File: config.mk
export PLATFORM = sky130hd
export DESIGN_NAME = spi_port_ctrl
export DESIGN_NICKNAME = d
export VERILOG_FILES = /design/src/rtl/spi_port_pkg.sv /design/src/rtl/spi_sck_gen.sv /design/src/rtl/spi_slave_front.sv /design/src/rtl/spi_shift_core.sv /design/src/rtl/spi_port_ctrl.sv
export SDC_FILE = /design/constraint.sdc
export NUM_CORES = 1
export LEC_CHECK = 0
export ABC_AREA = 1
export ABC_CLOCK_PERIOD_IN_PS = 2300
export BUFFER_PORTS_ARGS = -buffer_cell sky130_fd_sc_hd__buf_2
export CAP_MARGIN = 15
export CORE_UTILIZATION = 50
export CTS_CLUSTER_SIZE = 16
export DETAILED_ROUTE_END_ITERATION = 10
export GPL_TIMING_DRIVEN = 1
export PLACE_DENSITY = 0.71
export SLEW_MARGIN = 30
export SYNTH_ARGS = -nofsm -noshare
export SYNTH_HDL_FRONTEND = slang
export SYNTH_SLANG_ARGS = --single-unit
File: constraint.sdc
create_clock -name clk -period 2.3 [get_ports clk]
set_clock_uncertainty 0.05 [all_clocks]
set_input_delay 0.23 -clock clk [delete_from_list [all_inputs] [get_ports clk]]
set_output_delay 0.23 -clock clk [all_outputs]
set_load 0.01 [all_outputs]
File: src/rtl/spi_port_pkg.sv
package spi_port_pkg;

  typedef struct packed {
    logic       irq_en;
    logic       enable;
    logic       lsb_first;
    logic       master;
    logic       cpol;
    logic       cpha;
    logic [1:0] rate;
  } spi_ctl_t;

  localparam logic [1:0] A_CTL  = 2'd0;
  localparam logic [1:0] A_STAT = 2'd1;
  localparam logic [1:0] A_DATA = 2'd2;

  localparam int HALF_W = 7;

  // system clocks per SCK half period for each rate code
  function automatic logic [HALF_W-1:0] sck_half_period(input logic [1:0] rate);
    case (rate)
      2'd0:    return HALF_W'(2);
      2'd1:    return HALF_W'(8);
      2'd2:    return HALF_W'(32);
      default: return HALF_W'(64);
    endcase
  endfunction

endpackage

File: src/rtl/spi_sck_gen.sv
module spi_sck_gen
  import spi_port_pkg::*;
(
  input  logic       clk,
  input  logic       rst_n,
  input  logic       run,
  input  logic       cpol,
  input  logic [1:0] rate,
  output logic       sck,
  output logic       tick,
  output logic       lead
);

  logic [HALF_W-1:0] cnt;
  logic [HALF_W-1:0] half_m1;

  assign half_m1 = sck_half_period(rate) - HALF_W'(1);
  assign tick    = run && (cnt == half_m1);
  assign lead    = tick && (sck == cpol);

  always_ff @(posedge clk) begin
    if (!rst_n) begin
      cnt <= '0;
      sck <= 1'b0;
    end else if (!run) begin
      cnt <= '0;
      sck <= cpol;
    end else if (tick) begin
      cnt <= '0;
      sck <= ~sck;
    end else begin
      cnt <= cnt + HALF_W'(1);
    end
  end

  // edges are never back to back
  p_tick_spaced_r7: assert property (@(posedge clk) disable iff (!rst_n)
    tick |=> !tick);

  // SCK returns to the polarity level whenever not running
  p_idle_level_r5: assert property (@(posedge clk) disable iff (!rst_n)
    !run |=> (sck == $past(cpol)));

endmodule

File: src/rtl/spi_slave_front.sv
module spi_slave_front #(
  parameter int SYNC = 2
) (
  input  logic clk,
  input  logic rst_n,
  input  logic sck_i,
  input  logic mosi_i,
  input  logic ss_n_i,
  input  logic cpol,
  output logic edge_p,
  output logic lead,
  output logic mosi_s,
  output logic ss_s
);

  logic [SYNC-1:0] sck_q;
  logic [SYNC-1:0] mosi_q;
  logic [SYNC-1:0] ss_q;
  logic            sck_prev;

  always_ff @(posedge clk) begin
    if (!rst_n) begin
      sck_q    <= '0;
      mosi_q   <= '0;
      ss_q     <= '1;
      sck_prev <= 1'b0;
    end else begin
      sck_q    <= {sck_q[SYNC-2:0], sck_i};
      mosi_q   <= {mosi_q[SYNC-2:0], mosi_i};
      ss_q     <= {ss_q[SYNC-2:0], ss_n_i};
      sck_prev <= sck_q[SYNC-1];
    end
  end

  assign ss_s   = ss_q[SYNC-1];
  assign mosi_s = mosi_q[SYNC-1];
  assign edge_p = (sck_q[SYNC-1] != sck_prev) && !ss_s;
  assign lead   = (sck_q[SYNC-1] != cpol);

endmodule

File: src/rtl/spi_shift_core.sv
module spi_shift_core #(
  parameter int DW = 8
) (
  input  logic          clk,
  input  logic          rst_n,
  input  logic          edge_p,
  input  logic          lead,
  input  logic          cpha,
  input  logic          lsb_first,
  input  logic          in_bit,
  input  logic          load,
  input  logic [DW-1:0] load_data,
  input  logic          abort,
  output logic          tx_bit,
  output logic [DW-1:0] shreg,
  output logic          done,
  output logic          active
);

  localparam int CW = $clog2(2 * DW);

  logic [CW-1:0] cnt;
  logic          sample_e;
  logic          shift_e;

  function automatic logic out_pos(input logic [DW-1:0] v, input logic lsb);
    return lsb ? v[0] : v[DW-1];
  endfunction

  function automatic logic [DW-1:0] shift_in(input logic [DW-1:0] v, input logic b,
                                             input logic lsb);
    return lsb ? {b, v[DW-1:1]} : {v[DW-2:0], b};
  endfunction

  assign sample_e = edge_p && (lead != cpha);
  assign shift_e  = edge_p && (lead == cpha);
  assign done     = edge_p && (cnt == CW'(2 * DW - 1));
  assign active   = (cnt != '0);

  always_ff @(posedge clk) begin
    if (!rst_n) begin
      cnt    <= '0;
      shreg  <= '0;
      tx_bit <= 1'b0;
    end else if (load) begin
      cnt    <= '0;
      shreg  <= load_data;
      tx_bit <= out_pos(load_data, lsb_first);
    end else if (abort) begin
      cnt    <= '0;
      tx_bit <= out_pos(shreg, lsb_first);
    end else begin
      if (edge_p) cnt <= done ? '0 : cnt + CW'(1);
      if (sample_e) shreg <= shift_in(shreg, in_bit, lsb_first);
      if (shift_e || (!edge_p && !active)) tx_bit <= out_pos(shreg, lsb_first);
    end
  end

  // the top never reloads the shifter in the middle of a byte
  p_load_idle_r9: assert property (@(posedge clk) disable iff (!rst_n)
    load |-> !active);

endmodule

File: src/rtl/spi_port_ctrl.sv
module spi_port_ctrl
  import spi_port_pkg::*;
#(
  parameter int DW   = 8,
  parameter int SYNC = 2
) (
  input  logic          clk,
  input  logic          rst_n,
  input  logic          bus_wr,
  input  logic [1:0]    bus_addr,
  input  logic [DW-1:0] bus_wdata,
  output logic [DW-1:0] bus_rdata,
  input  logic          ser_irq_en,
  output logic          irq,
  input  logic          sck_i,
  output logic          sck_o,
  output logic          sck_oe,
  input  logic          mosi_i,
  output logic          mosi_o,
  output logic          mosi_oe,
  input  logic          miso_i,
  output logic          miso_o,
  output logic          miso_oe,
  input  logic          ss_n_i
);

  spi_ctl_t      ctl;
  logic          spif, wcol, mbusy, done_q;
  logic [DW-1:0] rx_buf;

  logic wr_ctl, wr_stat, wr_data;
  logic is_master, is_slave, busy, load, collide, xfer_done;
  logic m_sck, m_tick, m_lead;
  logic s_edge, s_lead, mosi_s, ss_s;
  logic c_edge, c_lead, c_in, c_abort, c_active, tx_bit;
  logic [DW-1:0] shreg;

  assign wr_ctl    = bus_wr && (bus_addr == A_CTL);
  assign wr_stat   = bus_wr && (bus_addr == A_STAT);
  assign wr_data   = bus_wr && (bus_addr == A_DATA);
  assign is_master = ctl.enable && ctl.master;
  assign is_slave  = ctl.enable && !ctl.master;
  assign busy      = mbusy || c_active;
  assign load      = wr_data && !busy;
  assign collide   = wr_data && busy;

  spi_sck_gen u_sck_gen (
    .clk (clk), .rst_n (rst_n), .run (is_master && mbusy), .cpol (ctl.cpol),
    .rate (ctl.rate), .sck (m_sck), .tick (m_tick), .lead (m_lead)
  );

  spi_slave_front #(.SYNC(SYNC)) u_front (
    .clk (clk), .rst_n (rst_n), .sck_i (sck_i), .mosi_i (mosi_i), .ss_n_i (ss_n_i),
    .cpol (ctl.cpol), .edge_p (s_edge), .lead (s_lead), .mosi_s (mosi_s), .ss_s (ss_s)
  );

  assign c_edge  = is_master ? m_tick : (is_slave && s_edge);
  assign c_lead  = is_master ? m_lead : s_lead;
  assign c_in    = is_master ? miso_i : mosi_s;
  assign c_abort = !ctl.enable || (is_slave && ss_s);

  spi_shift_core #(.DW(DW)) u_core (
    .clk (clk), .rst_n (rst_n), .edge_p (c_edge), .lead (c_lead), .cpha (ctl.cpha),
    .lsb_first (ctl.lsb_first), .in_bit (c_in), .load (load), .load_data (bus_wdata),
    .abort (c_abort), .tx_bit (tx_bit), .shreg (shreg), .done (xfer_done),
    .active (c_active)
  );

  always_ff @(posedge clk) begin
    if (!rst_n) begin
      ctl    <= '0;
      spif   <= 1'b0;
      wcol   <= 1'b0;
      mbusy  <= 1'b0;
      done_q <= 1'b0;
      rx_buf <= '0;
    end else begin
      if (wr_ctl) ctl <= spi_ctl_t'(bus_wdata[7:0]);
      done_q <= xfer_done;
      if (done_q) rx_buf <= shreg;
      if (!is_master)     mbusy <= 1'b0;
      else if (load)      mbusy <= 1'b1;
      else if (xfer_done) mbusy <= 1'b0;
      if (done_q)                       spif <= 1'b1;
      else if (wr_stat && bus_wdata[7]) spif <= 1'b0;
      if (collide)                      wcol <= 1'b1;
      else if (wr_stat && bus_wdata[6]) wcol <= 1'b0;
    end
  end

  always_comb begin
    case (bus_addr)
      A_CTL:   bus_rdata = DW'(ctl);
      A_STAT:  bus_rdata = DW'({spif, wcol, 6'b0});
      A_DATA:  bus_rdata = rx_buf;
      default: bus_rdata = '0;
    endcase
  end

  assign irq     = spif && ctl.irq_en && ser_irq_en;
  assign sck_o   = m_sck;
  assign sck_oe  = is_master;
  assign mosi_o  = tx_bit;
  assign mosi_oe = is_master;
  assign miso_o  = tx_bit;
  assign miso_oe = is_slave && !ss_s;

  // completion flag only rises after the shifter reports the last edge
  p_flag_after_done_r8: assert property (@(posedge clk) disable iff (!rst_n)
    $rose(spif) |-> $past(xfer_done, 2));

  // a collision write is remembered in the status flag
  p_collide_flag_r9: assert property (@(posedge clk) disable iff (!rst_n)
    collide |=> wcol);

  // no request without the local enable bit
  p_irq_gate_r10: assert property (@(posedge clk) disable iff (!rst_n)
    !ctl.irq_en |-> !irq);

  // disabling clears every trace of an ongoing transfer
  p_disable_r11: assert property (@(posedge clk) disable iff (!rst_n)
    !ctl.enable |=> !busy);

  // a deselected slave stays idle
  p_ss_idle_r12: assert property (@(posedge clk) disable iff (!rst_n)
    ($past(is_slave) && is_slave && $past(ss_s) && ss_s) |-> !busy);

endmodule

Word-level counts from Yosys, hierarchy flattened
Index checks and enable logic that the tools add are counted.
{"block": "totals", "inputBits": 18, "reg_bits": 48, "elab_cells": 106, "out_inout_bits": 15}
{"block": "classes", "n_bitwise": 3, "n_eq_ne": 13, "addsub": 3, "reduce_logical": 43, "n_mux": 23}
{"op": "8-bit 2-to-1 mux", "n": 4}
{"op": "8-bit one-hot mux with 3 select lines", "n": 1}
{"op": "1-bit logical AND", "n": 22}
{"op": "7-bit one-hot mux with 3 select lines", "n": 1}
{"op": "1-bit 2-to-1 mux", "n": 16}
{"op": "2-bit nonzero test", "n": 4}
{"op": "7-bit by 1-bit adder with 7-bit output (second input constant)", "n": 1}
{"op": "7-bit equality test", "n": 1}
{"op": "7-bit by 1-bit subtractor with 7-bit output (second input constant)", "n": 1}
{"op": "1-bit zero test", "n": 6}
{"op": "3-bit OR reduction", "n": 2}
{"op": "4-bit by 1-bit adder with 4-bit output (second input constant)", "n": 1}
{"op": "2-bit by 1-bit equality test with 1-bit output (second input constant)", "n": 2}
{"op": "2-bit equality test (second input constant)", "n": 2}
{"op": "4-bit equality test (second input constant)", "n": 1}
{"op": "2-bit zero test", "n": 2}
{"op": "4-bit 2-to-1 mux", "n": 1}
{"op": "2-bit inequality test (second input constant)", "n": 2}
{"op": "2-bit AND reduction", "n": 2}
{"op": "4-bit nonzero test", "n": 1}
{"op": "1-bit logical OR", "n": 3}
{"op": "1-bit inequality test", "n": 3}
{"op": "1-bit NOT", "n": 3}
{"op": "3-bit nonzero test", "n": 1}
{"op": "1-bit equality test", "n": 2}

Depth between registers and ports, before layout
{"block": "depth", "word_depth": 13, "mapped_depth": 18, "ltp_nobuf": 18}

By module
A second synthesis with hierarchy kept.
{"block": "hier_totals", "cells_unflattened": 377, "area_unflattened_um2": 2605.0}
{"mod": "spi_port_ctrl", "area_per_inst_um2": 968.4, "cells_per_inst": 132, "instances": 1, "seq_area_each_um2": 400.4}
{"mod": "spi_shift_core", "area_per_inst_um2": 939.7, "cells_per_inst": 145, "instances": 1, "seq_area_each_um2": 260.2}
{"mod": "spi_sck_gen", "area_per_inst_um2": 470.5, "cells_per_inst": 70, "instances": 1, "seq_area_each_um2": 160.2}
{"mod": "spi_slave_front", "area_per_inst_um2": 226.5, "cells_per_inst": 30, "instances": 1, "seq_area_each_um2": 140.1}

Least setup slack after synthesis
OpenSTA, ideal clock, no wires.
{"block": "synth_timing", "kind": "reg-to-reg", "from": "register ctl[1] (netlist bit)", "to": "register u_core.shreg[3]", "path_slack_ps": 432, "arrival_time_ps": 1707, "setup_ps": 111, "n_path_buf": 0, "path_stages_with_launch": 16, "required_time_ps": 2139, "period_less_slack_ps": 1868, "cell_sequence": "dfxtp_1 -> inv_2 -> nand2_2 -> ha_1 -> nand2_1 -> inv_1 -> nor2_1 -> nand3_1 -> nor2_4 -> nand3_2 -> nand3_2 -> nand3_4 -> nand2_4 -> inv_6 -> nor2_2 -> nor2_2"}
{"block": "synth_between", "elab_chain_len": 11, "word_cells_on_any_way": 14, "cone_classes": "1 x add/sub; 4 x eq/ne; 3 x mux; 6 x reduce/logical"}
{"element": "start: declaration", "line_no": "spi_port_ctrl.sv:27", "rtl": "spi_ctl_t ctl;"}
{"element": "start signal: assignment", "line_no": "spi_port_ctrl.sv:78", "rtl": "if (wr_ctl) ctl <= spi_ctl_t'(bus_wdata[7:0]);"}
{"element": "2-bit equality test, or another cell as far along", "line_no": "spi_port_pkg.sv:21", "rtl": "case (rate)"}
{"element": "7-bit one-hot mux with 3 select lines *", "line_no": "spi_port_pkg.sv:21"}
{"element": "7-bit by 1-bit subtractor with 7-bit output *", "line_no": "spi_sck_gen.sv:17", "rtl": "assign half_m1 = sck_half_period(rate) - HALF_W'(1);"}
{"element": "7-bit equality test *", "line_no": "spi_sck_gen.sv:18", "rtl": "assign tick = run && (cnt == half_m1);"}
{"element": "1-bit logical AND *", "line_no": "spi_sck_gen.sv:18"}
{"element": "1-bit logical AND", "line_no": "spi_sck_gen.sv:19", "rtl": "assign lead = tick && (sck == cpol);"}
{"element": "1-bit 2-to-1 mux", "line_no": "spi_port_ctrl.sv:58", "rtl": "assign c_lead = is_master ? m_lead : s_lead;"}
{"element": "1-bit inequality test", "line_no": "spi_shift_core.sv:35", "rtl": "assign sample_e = edge_p && (lead != cpha);"}
{"element": "1-bit logical AND *", "line_no": "spi_shift_core.sv:35"}
{"element": "2-bit nonzero test (no line) *"}
{"element": "2-bit AND reduction (no line) *"}
{"element": "end signal: assignment", "line_no": "spi_shift_core.sv:47", "rtl": "shreg <= load_data;"}
{"element": "end signal: assignment", "line_no": "spi_shift_core.sv:54", "rtl": "if (sample_e) shreg <= shift_in(shreg, in_bit, lsb_first);"}
{"element": "end: declaration", "line_no": "spi_shift_core.sv:15", "rtl": "output logic [DW-1:0] shreg,"}
Every way passes the cells marked *; elsewhere a longest branch is shown, timed or not.
A chain may end at the register's enable or synchronous reset.

Final worst setup path
{"block": "layout_timing", "from": "register ctl[0] (netlist bit)", "to": "register mbusy"}
{"block": "layout_between", "elab_chain_len": 8, "word_cells_on_any_way": 10, "cone_classes": "1 x add/sub; 3 x eq/ne; 2 x mux; 4 x reduce/logical"}
{"element": "2-bit equality test, or another cell as far along", "line_no": "spi_port_pkg.sv:21"}
{"element": "7-bit one-hot mux with 3 select lines *", "line_no": "spi_port_pkg.sv:21"}
{"element": "7-bit by 1-bit subtractor with 7-bit output *", "line_no": "spi_sck_gen.sv:17"}
{"element": "7-bit equality test *", "line_no": "spi_sck_gen.sv:18"}
{"element": "1-bit logical AND *", "line_no": "spi_sck_gen.sv:18"}
{"element": "1-bit 2-to-1 mux *", "line_no": "spi_port_ctrl.sv:57", "rtl": "assign c_edge = is_master ? m_tick : (is_slave && s_edge);"}
{"element": "1-bit logical AND *", "line_no": "spi_shift_core.sv:37", "rtl": "assign done = edge_p && (cnt == CW'(2 * DW - 1));"}
{"element": "2-bit nonzero test (no line) *"}
{"element": "end signal: assignment", "line_no": "spi_port_ctrl.sv:74", "rtl": "mbusy <= 1'b0;"}
{"element": "end signal: assignment", "line_no": "spi_port_ctrl.sv:81", "rtl": "if (!is_master) mbusy <= 1'b0;"}
{"element": "end signal: assignment", "line_no": "spi_port_ctrl.sv:82", "rtl": "else if (load) mbusy <= 1'b1;"}
{"element": "end: declaration", "line_no": "spi_port_ctrl.sv:28", "rtl": "logic spif, wcol, mbusy, done_q;"}
Marked as above.

==> flow_summary.json <==
{
  "start_util": 0.535,
  "globalRouteTotalUtil": 0.224,
  "total_number_of_vias": 2176,
  "synth_flop_cell": "dfxtp_1",
  "postPlaceCellArea_sq_um": 2600,
  "die_w_um": 71.4,
  "post_syn_area_sq_um": 2410,
  "clock_sinks": 48,
  "min_period_over_period": 0.891,
  "final_cell_area_sq_um": 2710,
  "seq_power_share": 0.530,
  "run_status": "finished clean",
  "top_cell_family_by_delay_on_the_critical_path": "simple AND/OR/NAND/NOR gates",
  "ant_nets": 0,
  "cts_root_buffer": "clkbuf_8",
  "drtIter0Drc": 133,
  "critPathKind": "reg -> reg",
  "via_per_inst": 5.11,
  "standby_leakage_power_uw": 0.00118,
  "critical_path.max_stage_delay_ps": 360,
  "ff_latch_area_sq_um": 961,
  "hold_path.class": "in -> reg",
  "cts_h_tree_lvls": 2,
  "nFillCells": 449,
  "ys_async_sr_fraction": 0,
  "postSynthNetCount": 365,
  "first_global_vias": 2038,
  "critical_path_fanouts_max": 7,
  "average_routed_wire_per_standard_cell_um": 12.3,
  "max_slew.worst_pin.slew_ps": 530,
  "cts_post_setup_buffers_inserted": 0,
  "post_layout_nonfiller_instances": 426,
  "period_needed_ps": 2050,
  "cp.arrival_ps": 2190,
  "clock_share_of_power": 0.367,
  "avgSynthCellArea_sq_um": 7.03,
  "clkTransAtPathRegs_ps": 80,
  "fin_util": 0.601,
  "final_layout_size_suffix_gt1_frac": 0.214,
  "grt_max_degree": 30,
  "antenna-diode-count": 0,
  "timing.critical_path.buf_inv": 2,
  "place_inst": 418,
  "i_o_pins": 33,
  "r2r_setup_slack_ps": 250,
  "ctsLongestPathBuffers": 2,
  "portion_of_the_post_synthesis_area_used_by_sequential_elements": 0.399,
  "die_area_sq_um": 5100,
  "cp.required_ps": 2440,
  "route.detailed.drc": 0,
  "final-setup-viol-count": 0,
  "ys_warn_count": 0,
  "sw_frac_of_total": 0.245,
  "crit_path_top_delay_cell": "dfxtp_1",
  "power.density_cell_area_nw_per_um2": 604,
  "cts_hold_buf": 0,
  "dp_hpwl_um": 3900,
  "post-place-ws_ps": 268,
  "cts_resized": 0,
  "final_tns_setup_ps": 0,
  "synth_cell_type_count": 32,
  "rows": 24,
  "net-switching-power_uw": 400,
  "grt_setup_unrepaired": "no",
  "clock_insertion_delay_worst_skew_ps": 300,
  "totalWireLength_um": 5260,
  "finalNetCount": 395,
  "power_report.internal_total_uw": 1240,
  "finalMaxSlewViolations": 0,
  "critical_path.endpoint_type": "register",
  "finalWorstSetupSlack_ps": 251,
  "pwr-share-comb": 0.102,
  "finalHoldViolCount": 0,
  "power.ir.vdd_worst_mv": 0.411,
  "core_box_area_sq_um": 4500,
  "grt.overflow.total": 0,
  "slew_headroom": 0.646,
  "die_height_um": 71.4,
  "finalWeightedCongestion": 0.828,
  "numCtsBuffers": 5,
  "critical_path_cell_sequence": "inv_2 > nand2_2 > ha_1 > nand2_1 > inv_1 > nor2_1 > nand3_1 > nor2_4 > nand2_2 > nand2_4 > nand4_1 > a21oi_1 > nor3_1",
  "synth_edf_count": 0,
  "cp-start-kind": "register",
  "syn-instance-count": 343,
  "numPortBuffers": 32,
  "cts_tree": "built",
  "achievable_freq_ghz": 0.488,
  "crit_top_cell": "nand2_2",
  "maxcap_violations": 0,
  "synth.ff_latch_count": 48,
  "detailedRoute.firstPassIterationCount": 4,
  "area_taken_by_multi_input_logic_gates_sq_um": 1220,
  "global_route_wire_length_before_repair_um": 8870,
  "syn2layout_area_growth_pct": 12.3,
  "antenna_found_initial": 0
}
-- per-layer routing --
layer  vias up  wire, um  track usage  part of all wire
met5         -         0            0                 0
met4         0       132        0.120             0.025
met3        15       130       0.0422             0.025
met2        30      2460        0.363              0.47
met1       971      2530        0.282              0.48
li1       1160         -            -                 -
-- tightest hold or removal path: stages --
cell     delay [ps]
buf_2            70
nand2_1          40
inv_1            40
-- through the flow --
stage | power [uW] | hold slack, ps
2_1_floorplan | 1000 | 278
3_3_place_gp | 1050 | 344
3_5_place_dp | 1050 | 350
4_1_cts | 1650 | 53.3
5_1_grt | 1710 | 57.9
6_report | 1640 | 50.3
-- power groups by stage --
stage / Clock, uW / Sequential, uW / Combinational [uW]
6_report: 601 / 868 / 167
5_1_grt: 650 / 870 / 188
4_1_cts: 614 / 867 / 168
3_5_place_dp: 0 / 887 / 167
3_3_place_gp: 0 / 886 / 166
2_1_floorplan: 0 / 880 / 121
-- synth_stat cells (2+ instances only) --
library cell / number / area share
a21oi_1: 25 / 0.052
a31oi_1: 2 / 0.0052
buf_2: 2 / 0.0042
buf_4: 2 / 0.0062
clkbuf_1: 7 / 0.011
dfxtp_1: 48 / 0.40
ha_1: 4 / 0.021
inv_1: 33 / 0.051
inv_2: 10 / 0.016
nand2_1: 78 / 0.12
nand2_2: 4 / 0.010
nand2_4: 2 / 0.0093
nand3_1: 15 / 0.031
nand3_2: 2 / 0.0083
nor2_1: 26 / 0.040
nor2_2: 12 / 0.031
nor2_4: 4 / 0.019
nor3_1: 2 / 0.0042
nor3b_1: 2 / 0.0062
o211ai_1: 4 / 0.012
o21ai_0: 40 / 0.083
o21ai_1: 4 / 0.0083
or2_2: 3 / 0.0078
xnor2_1: 2 / 0.0073
xor2_1: 3 / 0.011
-- flip-flops by register name, summed over array words and instances (netlist names) --
register,cells
u_front.mosi_q,2
u_core.cnt,4
mbusy,1
u_core.shreg,8
u_front.sck_q,2
spif,1
u_core.tx_bit,1
done_q,1
u_sck_gen.cnt,7
u_sck_gen.sck,1
rx_buf,8
wcol,1
u_front.ss_q,2
u_front.sck_prev,1
ctl,8
-- cell families (layout without fill, tap and decap cells) --
| group | after synthesis | in the layout | synth area share |
|---|---|---|---|
| AND/OR/NAND/NOR | 154 | 154 | 0.305 |
| AO/OA/AOI/OAI | 76 | 76 | 0.164 |
| buffers and inverters | 56 | 87 | 0.0935 |
| flip-flops | 48 | 48 | 0.399 |
| XOR/XNOR | 5 | 5 | 0.0182 |
| adder cells (fa/ha/maj) | 4 | 4 | 0.0208 |
-- worst paths after layout --
kind,from,cells after the start,endpoint
min reg2reg,u_front.ss_q[0]$_SDFF_PN1_,1,u_front.ss_q[1]$_SDFF_PN1_
min,sck_i,3,u_front.sck_q[0]$_SDFF_PN0_
max reg2reg,ctl[0]$_SDFFE_PN0P_,13,mbusy$_SDFFE_PN0P_
max,ctl[0]$_SDFFE_PN0P_,13,mbusy$_SDFFE_PN0P_
-- cell type report --
| type | count | area share |
|---|---|---|
| Clock inverter | 2 | 0.0129 |
| Multi-Input combinational cell | 239 | 0.452 |
| Timing Repair Buffer | 34 | 0.0647 |
| Sequential cell | 48 | 0.355 |
| Tap cell | 52 | 0.0240 |
| Clock buffer | 6 | 0.0268 |
| Inverter | 45 | 0.0643 |
-- placed cells by master (no fill, tap or decap), types with 2 or more instances in the layout --
cell,n
nand2_2,4
nor2_4,4
a31oi_1,2
nor3_1,2
nand2_4,2
a21oi_1,25
nor2_1,26
clkbuf_8,5
nand2_1,78
nand3_2,2
or2_2,3
o211ai_1,4
dfxtp_1,48
buf_4,2
o21ai_1,4
xnor2_1,2
nand3_1,15
ha_1,4
buf_2,32
xor2_1,3
nor2_2,12
nor3b_1,2
o21ai_0,40
inv_1,33
inv_2,10
No activity file was read; power rests on OpenSTA's default activity.
